[src/rtl/refresh_pkg.sv]
package refresh_pkg;

    typedef enum logic [1:0] {
        RS_IDLE  = 2'd0,
        RS_SETUP = 2'd1,
        RS_ACT   = 2'd2,
        RS_PRE   = 2'd3
    } rs_state_e;

    typedef enum logic {
        RM_COUNTER = 1'b0,
        RM_ROWADDR = 1'b1
    } rs_mode_e;

endpackage

[src/rtl/refresh_tick_gen.sv]
module refresh_tick_gen #(
    parameter int INTERVAL = 3125
) (
    input  logic clk,
    input  logic rst_n,
    output logic tick
);
    localparam int CW = $clog2(INTERVAL + 1);
    localparam logic [CW-1:0] LAST_V = CW'(INTERVAL - 1);

    typedef struct packed {
        logic [CW-1:0] cnt;
    } tmr_t;

    tmr_t cur_q, nxt_d;

    always_comb begin
        nxt_d = cur_q;
        tick  = (cur_q.cnt == LAST_V);
        if (tick) nxt_d.cnt = '0;
        else      nxt_d.cnt = cur_q.cnt + 1'b1;
    end

    always_ff @(posedge clk) begin
        if (!rst_n) cur_q <= '0;
        else        cur_q <= nxt_d;
    end


    tick_spacing_chk: assert property (@(posedge clk) disable iff (!rst_n)
        tick |=> !tick);

endmodule

[src/rtl/refresh_debt.sv]
module refresh_debt #(
    parameter int MAX_DEBT = 8,
    localparam int DW = $clog2(MAX_DEBT + 1)
) (
    input  logic          clk,
    input  logic          rst_n,
    input  logic          tick,
    input  logic          done,
    output logic [DW-1:0] owed,
    output logic          urgent,
    output logic          pending
);
    localparam logic [DW-1:0] MAX_V = DW'(MAX_DEBT);

    typedef struct packed {
        logic [DW-1:0] owed;
    } debt_t;

    debt_t cur_q, nxt_d;

    always_comb begin
        nxt_d = cur_q;
        unique case ({tick, done})
            2'b10: if (cur_q.owed != MAX_V) nxt_d.owed = cur_q.owed + 1'b1;
            2'b01: if (cur_q.owed != '0)    nxt_d.owed = cur_q.owed - 1'b1;
            default: nxt_d = cur_q;
        endcase
    end

    always_ff @(posedge clk) begin
        if (!rst_n) cur_q <= '0;
        else        cur_q <= nxt_d;
    end

    assign owed    = cur_q.owed;
    assign urgent  = (cur_q.owed == MAX_V);
    assign pending = (cur_q.owed != '0);


    debt_cap_chk: assert property (@(posedge clk) disable iff (!rst_n)
        owed <= MAX_V);


    debt_inc_chk: assert property (@(posedge clk) disable iff (!rst_n)
        (tick && !done && owed < MAX_V) |=> owed == $past(owed) + 1'b1);


    debt_net_chk: assert property (@(posedge clk) disable iff (!rst_n)
        (tick && done) |=> $stable(owed));

endmodule

[src/rtl/refresh_seq.sv]
module refresh_seq
    import refresh_pkg::*;
#(
    parameter int ROW_BITS = 12,
    parameter int TRAS_CYC = 10,
    parameter int TRP_CYC  = 7
) (
    input  logic                clk,
    input  logic                rst_n,
    input  logic                pending,
    input  logic                grant,
    input  logic                mode_sel,
    output logic                ras_n,
    output logic                cas_n,
    output logic                addr_oe,
    output logic [ROW_BITS-1:0] row_addr,
    output logic                active,
    output logic                done
);
    localparam int MAXC = (TRAS_CYC > TRP_CYC) ? TRAS_CYC : TRP_CYC;
    localparam int CW   = $clog2(MAXC + 1);
    localparam logic [CW-1:0] RAS_LAST = CW'(TRAS_CYC - 1);
    localparam logic [CW-1:0] PRE_LAST = CW'(TRP_CYC - 1);

    typedef struct packed {
        rs_state_e           state;
        rs_mode_e            mode;
        logic [CW-1:0]       cnt;
        logic [ROW_BITS-1:0] row;
    } seq_t;

    seq_t cur_q, nxt_d;

    always_comb begin
        nxt_d = cur_q;
        done  = 1'b0;
        unique case (cur_q.state)
            RS_IDLE: begin
                if (pending && grant) begin
                    nxt_d.state = RS_SETUP;
                    nxt_d.mode  = mode_sel ? RM_ROWADDR : RM_COUNTER;
                end
            end
            RS_SETUP: begin
                nxt_d.state = RS_ACT;
                nxt_d.cnt   = '0;
            end
            RS_ACT: begin
                if (cur_q.cnt == RAS_LAST) begin
                    nxt_d.state = RS_PRE;
                    nxt_d.cnt   = '0;
                end else begin
                    nxt_d.cnt = cur_q.cnt + 1'b1;
                end
            end
            RS_PRE: begin
                if (cur_q.cnt == PRE_LAST) begin
                    nxt_d.state = RS_IDLE;
                    nxt_d.cnt   = '0;
                    done        = 1'b1;
                    if (cur_q.mode == RM_ROWADDR) nxt_d.row = cur_q.row + 1'b1;
                end else begin
                    nxt_d.cnt = cur_q.cnt + 1'b1;
                end
            end
            default: nxt_d.state = RS_IDLE;
        endcase
    end

    always_ff @(posedge clk) begin
        if (!rst_n) begin
            cur_q.state <= RS_IDLE;
            cur_q.mode  <= RM_COUNTER;
            cur_q.cnt   <= '0;
            cur_q.row   <= '0;
        end else begin
            cur_q <= nxt_d;
        end
    end

    logic strobing;
    assign strobing = (cur_q.state == RS_SETUP) || (cur_q.state == RS_ACT);

    assign ras_n    = (cur_q.state != RS_ACT);
    assign cas_n    = !(strobing && cur_q.mode == RM_COUNTER);
    assign addr_oe  = strobing && (cur_q.mode == RM_ROWADDR);
    assign row_addr = cur_q.row;
    assign active   = (cur_q.state != RS_IDLE);


    start_grant_chk: assert property (@(posedge clk) disable iff (!rst_n)
        $rose(active) |-> $past(grant) && $past(pending));


    ro_cas_chk: assert property (@(posedge clk) disable iff (!rst_n)
        !ras_n |-> (cas_n != !addr_oe) || (!cas_n && !addr_oe));


    ras_pre_chk: assert property (@(posedge clk) disable iff (!rst_n)
        done |-> ras_n && $past(ras_n));


    row_step_chk: assert property (@(posedge clk) disable iff (!rst_n)
        (done && cur_q.mode == RM_ROWADDR) |=> row_addr == $past(row_addr) + 1'b1);


    mode_hold_chk: assert property (@(posedge clk) disable iff (!rst_n)
        (active && $past(active)) |-> $stable(cur_q.mode));

endmodule

[src/rtl/dram_refresh_sched.sv]
module dram_refresh_sched #(
    parameter int ROW_BITS     = 12,
    parameter int RETENTION_MS = 64,
    parameter int CLK_MHZ      = 200,
    parameter int MAX_DEBT     = 8,
    parameter int TRAS_CYC     = 10,
    parameter int TRP_CYC      = 7,
    localparam int DW = $clog2(MAX_DEBT + 1)
) (
    input  logic                clk,
    input  logic                rst_n,
    input  logic                mode_sel,
    input  logic                grant,
    output logic                ref_req,
    output logic                urgent,
    output logic [DW-1:0]       owed,
    output logic                ras_n,
    output logic                cas_n,
    output logic                addr_oe,
    output logic [ROW_BITS-1:0] row_addr
);
    localparam int ROWS     = 2 ** ROW_BITS;
    localparam int INTERVAL = (RETENTION_MS * 1000 * CLK_MHZ) / ROWS;

    logic tick, done, pending, active;

    refresh_tick_gen #(.INTERVAL(INTERVAL)) u_tick (
        .clk   (clk),
        .rst_n (rst_n),
        .tick  (tick)
    );

    refresh_debt #(.MAX_DEBT(MAX_DEBT)) u_debt (
        .clk     (clk),
        .rst_n   (rst_n),
        .tick    (tick),
        .done    (done),
        .owed    (owed),
        .urgent  (urgent),
        .pending (pending)
    );

    refresh_seq #(
        .ROW_BITS (ROW_BITS),
        .TRAS_CYC (TRAS_CYC),
        .TRP_CYC  (TRP_CYC)
    ) u_seq (
        .clk      (clk),
        .rst_n    (rst_n),
        .pending  (pending),
        .grant    (grant),
        .mode_sel (mode_sel),
        .ras_n    (ras_n),
        .cas_n    (cas_n),
        .addr_oe  (addr_oe),
        .row_addr (row_addr),
        .active   (active),
        .done     (done)
    );

    assign ref_req = pending || active;


    urgent_req_chk: assert property (@(posedge clk) disable iff (!rst_n)
        urgent |-> ref_req);


    cbr_order_chk: assert property (@(posedge clk) disable iff (!rst_n)
        ($fell(ras_n) && !addr_oe) |-> $past(!cas_n));

endmodule

[config.mk]
export PLATFORM = sky130hd
export DESIGN_NAME = dram_refresh_sched
export DESIGN_NICKNAME = d
export VERILOG_FILES = /design/src/rtl/refresh_pkg.sv /design/src/rtl/refresh_tick_gen.sv /design/src/rtl/refresh_debt.sv /design/src/rtl/refresh_seq.sv /design/src/rtl/dram_refresh_sched.sv
export SDC_FILE = /design/constraint.sdc
export NUM_CORES = 1
export LEC_CHECK = 0
export BUFFER_PORTS_ARGS = -buffer_cell sky130_fd_sc_hd__buf_2
export CAP_MARGIN = 20
export CORE_MARGIN = 5
export CORE_UTILIZATION = 58
export CTS_CLUSTER_DIAMETER = 200
export CTS_CLUSTER_SIZE = 20
export DETAILED_ROUTE_END_ITERATION = 6
export PLACE_DENSITY = 0.8
export SYNTH_ARGS = -nofsm -noshare
export SYNTH_HDL_FRONTEND = slang
export SYNTH_SLANG_ARGS = --single-unit
[constraint.sdc]
create_clock -name clk -period 3.1 [get_ports clk]
set_clock_uncertainty 0.1 [all_clocks]
set_input_delay 0.62 -clock clk [delete_from_list [all_inputs] [get_ports clk]]
set_output_delay 0.62 -clock clk [all_outputs]
set_load 0.02 [all_outputs]
Yosys cells after proc, flatten, opt, wreduce, memory -nomap -nowiden
Cells that the tools add are included.
{"block": "op_classes", "eq_ne": 16, "n_addsub": 5, "n_bitwise": 2, "n_mux": 13, "reduce_logical": 16}
{"operator": "12-bit by 1-bit adder with 12-bit output (second input constant)", "count": 2}
{"operator": "4-bit 2-to-1 mux", "count": 4}
{"operator": "12-bit == test (second input constant)", "count": 1}
{"operator": "4-bit one-hot mux with 3 select lines", "count": 1}
{"operator": "3-bit AND reduction", "count": 3}
{"operator": "4-bit by 1-bit adder with 4-bit output (second input constant)", "count": 2}
{"operator": "4-bit == test (second input constant)", "count": 2}
{"operator": "2-bit by 1-bit inequality test with 1-bit output (second input constant)", "count": 4}
{"operator": "2-bit one-hot mux with 4 select lines", "count": 1}
{"operator": "4-bit one-hot mux with 2 select lines", "count": 1}
{"operator": "2-bit == test (second input constant)", "count": 3}
{"operator": "2-bit by 1-bit == test with 1-bit output (second input constant)", "count": 2}
{"operator": "4-bit by 3-bit == test with 1-bit output (second input constant)", "count": 1}
{"operator": "2-bit 2-to-1 mux", "count": 2}
{"operator": "2-bit inequality test (second input constant)", "count": 2}
{"operator": "4-bit inequality test (second input constant)", "count": 1}
{"operator": "2-bit nonzero test", "count": 2}
{"operator": "4-bit nonzero test", "count": 1}
{"operator": "4-bit by 1-bit subtractor with 4-bit output (second input constant)", "count": 1}
{"operator": "1-bit logical AND", "count": 3}
{"operator": "1-bit 2-to-1 mux", "count": 3}
{"operator": "3-bit 2-to-1 mux", "count": 1}
{"operator": "3-bit nonzero test", "count": 1}
{"operator": "2-bit zero test", "count": 1}
{"operator": "5 further kinds", "count": 7}
{"block": "word_totals", "in_bits": 4, "out_inout_bits": 21, "register_bits": 35, "elab_cells": 58}

Depth between registers and ports, before layout
Gate-level depths: netlist of run 1.
{"block": "logic_depth", "ltp_word": 6, "mapped_depth": 11, "depth_no_buf": 11}

Cells and area by module
A second synthesis of run 1 with hierarchy kept.
{"block": "hier_totals", "hier_cells": 233, "hier_area_um2": 2084.5}
{"module": "refresh_seq", "area_each_um2": 1204.9, "seq_area_each_um2": 380.4, "instances": 1, "cells_each": 137}
{"module": "refresh_tick_gen", "area_each_um2": 570.5, "seq_area_each_um2": 240.2, "instances": 1, "cells_each": 62}
{"module": "refresh_debt", "area_each_um2": 302.8, "seq_area_each_um2": 80.1, "instances": 1, "cells_each": 33}
{"module": "dram_refresh_sched", "area_each_um2": 6.3, "seq_area_each_um2": 0.0, "instances": 1, "cells_each": 1}

Worst setup path after synthesis of run 1
Ideal clock, no wire load.
{"block": "synth_path", "path_type": "flip-flop to flip-flop", "start": "reg u_tick.cur_q[0] in the netlist's numbering", "end": "reg u_debt.cur_q, in the netlist u_debt.owed[2]", "slack_ns": 0.968, "arrival_ns": 1.961, "n_path_buf": 0, "t_required_ns": 2.928, "setup_time_ns": 0.072, "period_less_slack_ns": 2.132, "path_stages_with_launch": 12, "cell_sequence": "dfxtp_1 > inv_1 > ha_1 > and4b_1 > nand4_2 > nand3_1 > xnor2_1 > ha_1 > nor2_1 > nor4b_1 > mux2_2 > mux2i_1"}
{"block": "synth_via", "elab_chain_cells": 4, "word_cells_on_any_way": 8, "classes_between": "5 x eq/ne; 1 x mux; 2 x reduce/logical"}
{"element": "start, declared", "line_no": "refresh_tick_gen.sv:15", "rtl": "tmr_t cur_q, nxt_d;"}
{"element": "start signal, assigned", "line_no": "refresh_tick_gen.sv:26", "rtl": "else cur_q <= nxt_d;"}
{"element": "12-bit == test *", "line_no": "refresh_tick_gen.sv:19", "rtl": "tick = (cur_q.cnt == LAST_V);"}
{"element": "2-bit == test or 2-bit by 1-bit == test with 1-bit output (tied branches)", "line_no": "refresh_debt.sv:23", "rtl": "unique case ({tick, done})"}
{"element": "2-bit by 1-bit inequality test with 1-bit output (no source line) (tied with other cells)"}
{"element": "3-bit AND reduction (no source line)"}
{"element": "end signal, assigned", "line_no": "refresh_debt.sv:32", "rtl": "else cur_q <= nxt_d;"}
{"element": "end, declared", "line_no": "refresh_debt.sv:19", "rtl": "debt_t cur_q, nxt_d;"}
Every way passes the cells marked *; elsewhere a longest branch is shown, timed or not.
A chain may end at the register's enable or synchronous reset.

Worst setup path in the final report of run 1
Ends and elaborated chain as after synthesis.

==> results of run 1 <==
## stage by stage
stage                     worst slack [ps]  utilization  area (sq um)
after floorplan                        968            -          2060
after detailed placement               705        0.613          2080
final                                  654        0.635          2150
after CTS                              638        0.635          2150
after global placement                 889        0.613          2080
after global routing                   487        0.635          2150
## metal layers
| metal | wire [microns] | GRT usage |
|---|---|---|
| met5 | 0 | 0 |
| met4 | 57 | 0.0651 |
| met3 | 153 | 0.0406 |
| met2 | 1570 | 0.238 |
| met1 | 1750 | 0.207 |
## kinds of logic after synthesis
group / Yosys count / share of synthesized area
adder cells (fa/ha/maj): 7 / 0.0426
buffers and inverters: 32 / 0.0985
flip-flops: 35 / 0.340
XOR/XNOR: 17 / 0.0723
AND/OR/NAND/NOR: 108 / 0.318
multiplexers: 13 / 0.0638
AO/OA/AOI/OAI: 21 / 0.0644
## worst max-delay path: stages (launching register included)
cell and delay (ps):
dfxtp_1 400, inv_1 60, ha_1 180, and4b_1 200, nand4_2 180, nand3_1 130, xnor2_1 170, ha_1 210
nor2_1 80, nor4b_1 280, mux2_2 230, mux2i_1 160
## cell type report
cell class                 instances  area (sq um)  share of cell area
clock buffer                       7          65.1              0.0303
multi-input combinational        166          1150               0.537
inverter                          12          45.0              0.0209
clock inverter                     1          7.51             0.00349
tap                               46          57.6              0.0268
timing repair buffer              24           120              0.0558
sequential                        35           701               0.326
## flip-flops by register name (all words and copies together) (netlist names)
| name | flops |
|---|---|
| u_seq.row_addr | 12 |
| u_tick.cur_q | 12 |
| u_debt.owed | 4 |
| u_seq.cur_q | 7 |
## worst min path at each step
stage,from,end,slack [ps],cells past startpoint
after floorplan,u_tick.cur_q[0]$_SDFF_PP0_,u_tick.cur_q[0]$_SDFF_PP0_,340,1
after global placement,u_tick.cur_q[0]$_SDFF_PP0_,u_tick.cur_q[0]$_SDFF_PP0_,360,1
after detailed placement,u_tick.cur_q[0]$_SDFF_PP0_,u_tick.cur_q[0]$_SDFF_PP0_,370,1
after CTS,u_seq.row_addr[10]$_SDFFE_PN0P_,u_seq.row_addr[10]$_SDFFE_PN0P_,400,2
after global routing,u_seq.row_addr[9]$_SDFFE_PN0P_,u_seq.row_addr[9]$_SDFFE_PN0P_,420,2
final,u_seq.row_addr[11]$_SDFFE_PN0P_,u_seq.row_addr[11]$_SDFFE_PN0P_,390,2
## cell usage in the layout, fill, tap and decap left out, types with 3 or more instances in the layout
cell type / count
a21oi_1: 10
and4_1: 3
buf_2: 24
clkbuf_4: 5
dfxtp_1: 35
ha_1: 7
inv_1: 12
mux2i_1: 12
nand2_1: 27
nand2b_1: 8
nand3_1: 13
nand4_1: 4
nor2_1: 22
nor3_1: 6
nor4_2: 4
or3_1: 4
xnor2_1: 11
xor2_1: 6
## power breakdown
group | total, uW | internal, uW | leakage (uW) | switching (uW)
Sequential | 466 | 459 | 0.000282 | 6.92
Combinational | 109 | 35.7 | 0.000574 | 73.7
Clock | 285 | 133 | 0.0000375 | 152
==> flow_summary.ini, run 1 <==
[power]
p_per_area_mw_per_mm2 = 400
p_leak_uw = 0.000894
power_uw = 860
ir_worst_vdd_mv = 0.315

[timing]
slew_viol_final = 0
finalSetupViolations = 0
maxSlewHeadroom = 0.687
fin_crit_ps = 2450
hold_ws_ps = 386
hold_viol = 0
grt_setup_unrepaired = no
tns_ps = 0
tightest_slew_ps = 465
period_share = 0.789
max_freq_mhz = 409

[global_routing]
grt_remaining_overflow = 0
grt_pass1_vias = 1386
track_usage = 0.156
grt_pass1_wl_microns = 6230
grt_antenna_before_repair = 0
grt_start_max_net_pins = 24

[yosys]
yosysMostFrequentCell = dfxtp_1
synth-seq-cells = 35
synthFlopType = dfxtp_1
synth.distinct_cells = 47
yosysWarnings = 0
syn_inst = 233
synth.area.top_cells = dfxtp_1, mux2i_1, nand2_1, xnor2_1, buf_4
synth_top_area_frac = 0.340
seq_area_frac_synth = 0.340
syn_nets = 244
synth_edf_count = 0
synth_common_cells = dfxtp_1, nand2_1, nor2_1
avgSynthCellArea_sq_um = 8.83
netlist_area_sq_mm = 0.00206
synth_async_sr_flop_share = 0
synth_top_area_cell = dfxtp_1

[critical_path]
path_max_fanout = 6
r2r_cells = 11
critPathLaunchType = flip-flop
cp-end-kind = flip-flop
crit_arrival_ps = 2610
worstSetupEndpoint = u_debt.owed[2]$_SDFFE_PN0P_
required_ps = 3260
r2r_start = u_tick.cur_q[0]$_SDFF_PP0_
r2r-end = u_debt.owed[2]$_SDFFE_PN0P_
crit_type = reg2reg
r2r_slack_ps = 650
startpoint = u_tick.cur_q[0]$_SDFF_PP0_

[clock_network]
cts_root_buffer = clkbuf_4
clockBufferDepth = 2
cts-hold-fix-buffers = 0
clock_sinks = 35
ctsResizeCount = 0
cts_tree = done
insertion_delay_ps = 330
cts_made_buffers = 5
path_clk_slew_ps = 110
htreeDepth = 2
post_cts_buffers = 0

[cells_and_area]
fin_cells = 291
num-fill-cells = 280
syn2layout_area_growth_pct = 4.50
n_antenna_cell = 0
drive_above_1_share = 0.184
nNetsFinal = 255

[die]
die_x_microns = 69.6
rows = 21
die_height_microns = 69.6
initial_core_util = 0.607
core_sq_mm = 0.00339
die_area_sq_mm = 0.00484
io_pins = 25

[routing]
avgRoutedWirePerCell_microns = 12.2
drt_iter0_drc = 71
viasPerCell = 5.43
drc_errors = 0
ant_nets = 0
via_count = 1579
drtPass1Iterations = 4
drt_wl_total_microns = 3540

[min_path]
hold_class = reg2reg

[placed_design]
dp_hpwl_microns = 2600
io_buffers = 24
dp_cells = 283
gp_congestion = 0.840

[status]
outcome = completed

[job]
max-cap-violations = 0
No activity file was read; power rests on OpenSTA's default activity.
==> run 2: changes to the inputs <==
--- a/config.mk
+++ b/config.mk
@@ -5,14 +5,15 @@
 export SDC_FILE = /design/constraint.sdc
 export NUM_CORES = 1
 export LEC_CHECK = 0
+export ABC_AREA = 1
 export BUFFER_PORTS_ARGS = -buffer_cell sky130_fd_sc_hd__buf_2
 export CAP_MARGIN = 20
 export CORE_MARGIN = 5
-export CORE_UTILIZATION = 58
+export CORE_UTILIZATION = 57
 export CTS_CLUSTER_DIAMETER = 200
 export CTS_CLUSTER_SIZE = 20
 export DETAILED_ROUTE_END_ITERATION = 6
-export PLACE_DENSITY = 0.8
+export PLACE_DENSITY = 0.78
 export SYNTH_ARGS = -nofsm -noshare
 export SYNTH_HDL_FRONTEND = slang
 export SYNTH_SLANG_ARGS = --single-unit
==> constraint.sdc (replaced) <==
create_clock -name clk -period 2.3 [get_ports clk]
set_clock_uncertainty 0.1 [all_clocks]
set_input_delay 0.46 -clock clk [delete_from_list [all_inputs] [get_ports clk]]
set_output_delay 0.46 -clock clk [all_outputs]
set_load 0.02 [all_outputs]
==> run 2 against run 1 <==
- cell count up 16%
- cell area up 1.5%
- area after synthesis down 0.97%
- core utilization up 0.96 points
- non-clock buffer count unchanged
- sequential cell count unchanged
- register-to-register slack worse by 270 ps
- sequential power up 32%
- critical path type is now reg2out
- largest cell class unchanged
==> flow_summary.ini, run 2 <==
[status]
outcome = completed

[routing]
drt_wl_total_microns = 3890
drc_errors = 0
drt_iter0_drc = 61
ant_nets = 0
avgRoutedWirePerCell_microns = 11.5
via_count = 1709
viasPerCell = 5.07
drtPass1Iterations = 4

[cells_and_area]
final_common_cell = inv_1
syn2layout_area_growth_pct = 7.12
drive_above_1_share = 0.216
fin_cells = 337
nNetsFinal = 301
final_cell_mix = inv_1, nand2_1, dfxtp_1, buf_2, nor2_1
num-fill-cells = 289
n_antenna_cell = 0

[yosys]
synthFlopType = dfxtp_1
synth_async_sr_flop_share = 0
synth.area.top_cells = dfxtp_1, inv_1, nand2_1, a21oi_1, buf_4
synth_top_area_cell = dfxtp_1
syn_nets = 285
synth_common_cells = inv_1, nand2_1, dfxtp_1
yosysMostFrequentCell = inv_1
synth_top_area_frac = 0.344
synth_edf_count = 0
synth.distinct_cells = 39
yosysWarnings = 0
synth-seq-cells = 35
netlist_area_sq_mm = 0.00204
seq_area_frac_synth = 0.344
syn_inst = 274
avgSynthCellArea_sq_um = 7.44

[placed_design]
dp_cells = 329
pre_cts_slack_ps = 406
gp_congestion = 0.935
io_buffers = 24
dp_hpwl_microns = 2900

[critical_path]
r2r_start = u_tick.cur_q[0]$_SDFF_PP0_
path_max_fanout = 7
critPathLaunchType = flip-flop
r2r-end = u_debt.owed[2]$_SDFFE_PN0P_
r2r_slack_ps = 380
cp-end-kind = primary output
crit_arrival_ps = 1400
r2r_cells = 13
required_ps = 1740
crit_type = reg2out

[min_path]
min_from = mode_sel
hold_depth = 3
hold_class = in2reg
hold_path_end = u_seq.cur_q[16]$_SDFFE_PN0P_

[clock_network]
cts_tree = done
cts-hold-fix-buffers = 0
htreeDepth = 2
ctsResizeCount = 0
cts_root_buffer = clkbuf_4
insertion_delay_ps = 330
clockBufferDepth = 2
post_cts_buffers = 0
path_clk_slew_ps = 100
clock_sinks = 35
cts_made_buffers = 5

[die]
die_height_microns = 69.8
rows = 21
core_sq_mm = 0.00339
initial_core_util = 0.601
die_area_sq_mm = 0.00487
die_x_microns = 69.8
io_pins = 25

[timing]
hold_viol = 0
finalWorstSetupSlack_ps = 337
max_freq_mhz = 510
finalSetupViolations = 0
grt_setup_unrepaired = no
slew_viol_final = 0
tns_ps = 0
hold_ws_ps = 304
maxSlewHeadroom = 0.725
tightest_slew_ps = 411
period_share = 0.853
fin_crit_ps = 1960

[global_routing]
grt_antenna_before_repair = 0
grt_pass1_wl_microns = 7020
track_usage = 0.177
grt_start_max_net_pins = 16
grt_pass1_vias = 1631
grt_remaining_overflow = 0

[power]
p_leak_uw = 0.000999
p_per_area_mw_per_mm2 = 469
ir_worst_vdd_mv = 0.285

[job]
max-cap-violations = 0
==> run 2: layout make-up <==
| type | instances | area (sq um) | share of cell area |
|---|---|---|---|
| Clock buffer | 8 | 68.8 | 0.0315 |
| Inverter | 50 | 188 | 0.0860 |
| Multi-Input combinational cell | 174 | 1050 | 0.480 |
| Sequential cell | 35 | 701 | 0.321 |
| Tap cell | 46 | 57.6 | 0.0264 |
| Timing Repair Buffer | 24 | 120 | 0.0550 |
==> run 2: worst max-delay path, stage by stage, from the launching register on <==
cell	delay [ps]
dfxtp_1	390
nor2_1	120
inv_1	50
nor3_1	270
buf_2	230
==> run 2: routing by layer <==
metal / wire (microns) / share of wire / up-vias / GRT usage
li1: - / - / 902 / -
met1: 1770 / 0.46 / 765 / 0.208
met2: 1860 / 0.48 / 33 / 0.307
met3: 169 / 0.043 / 9 / 0.0478
met4: 80 / 0.021 / 0 / 0.0574
met5: 0 / 0 / - / 0
==> run 2: kinds of logic (layout without fill, tap and decap cells) <==
kind of cell / Yosys count / after routing / synth area share
simple gates: 114 / 114 / 0.314
flops: 35 / 35 / 0.344
xor+xnor: 5 / 5 / 0.0215
fa+ha+maj: 7 / 7 / 0.0430
buf+inv: 65 / 82 / 0.142
compound gates: 48 / 48 / 0.136
==> run 2: report_power, final <==
part	total, uW	switching [uW]	internal [uW]
logic	30.8	20.3	10.5
registers	616	5.93	610
clock network	378	198	180
total	1020	224	801
==> run 2: per-stage QoR <==
step	area [sq um]	power, uW	util
after floorplan	2040	650	-
after global placement	2110	659	0.624
after detailed placement	2110	661	0.624
after CTS	2180	1040	0.644
after global routing	2180	1070	0.644
final	2180	1020	0.644
==> run 2: how the worst max path moves through the flow <==
| stage | from | end | slack (ps) | depth (start not counted) |
|---|---|---|---|---|
| 6_report | u_debt.owed[0]$_SDFFE_PN0P_ | urgent | 340 | 4 |
| 3_3_place_gp | u_tick.cur_q[0]$_SDFF_PP0_ | u_debt.owed[2]$_SDFFE_PN0P_ | 450 | 13 |
| 2_1_floorplan | u_debt.owed[3]$_SDFFE_PN0P_ | u_debt.owed[3]$_SDFFE_PN0P_ | 390 | 8 |
| 4_1_cts | u_debt.owed[0]$_SDFFE_PN0P_ | urgent | 330 | 4 |
| 5_1_grt | u_seq.cur_q[18]$_SDFFE_PN0P_ | u_debt.owed[2]$_SDFFE_PN0P_ | 180 | 11 |
| 3_5_place_dp | u_tick.cur_q[0]$_SDFF_PP0_ | u_debt.owed[2]$_SDFFE_PN0P_ | 410 | 13 |
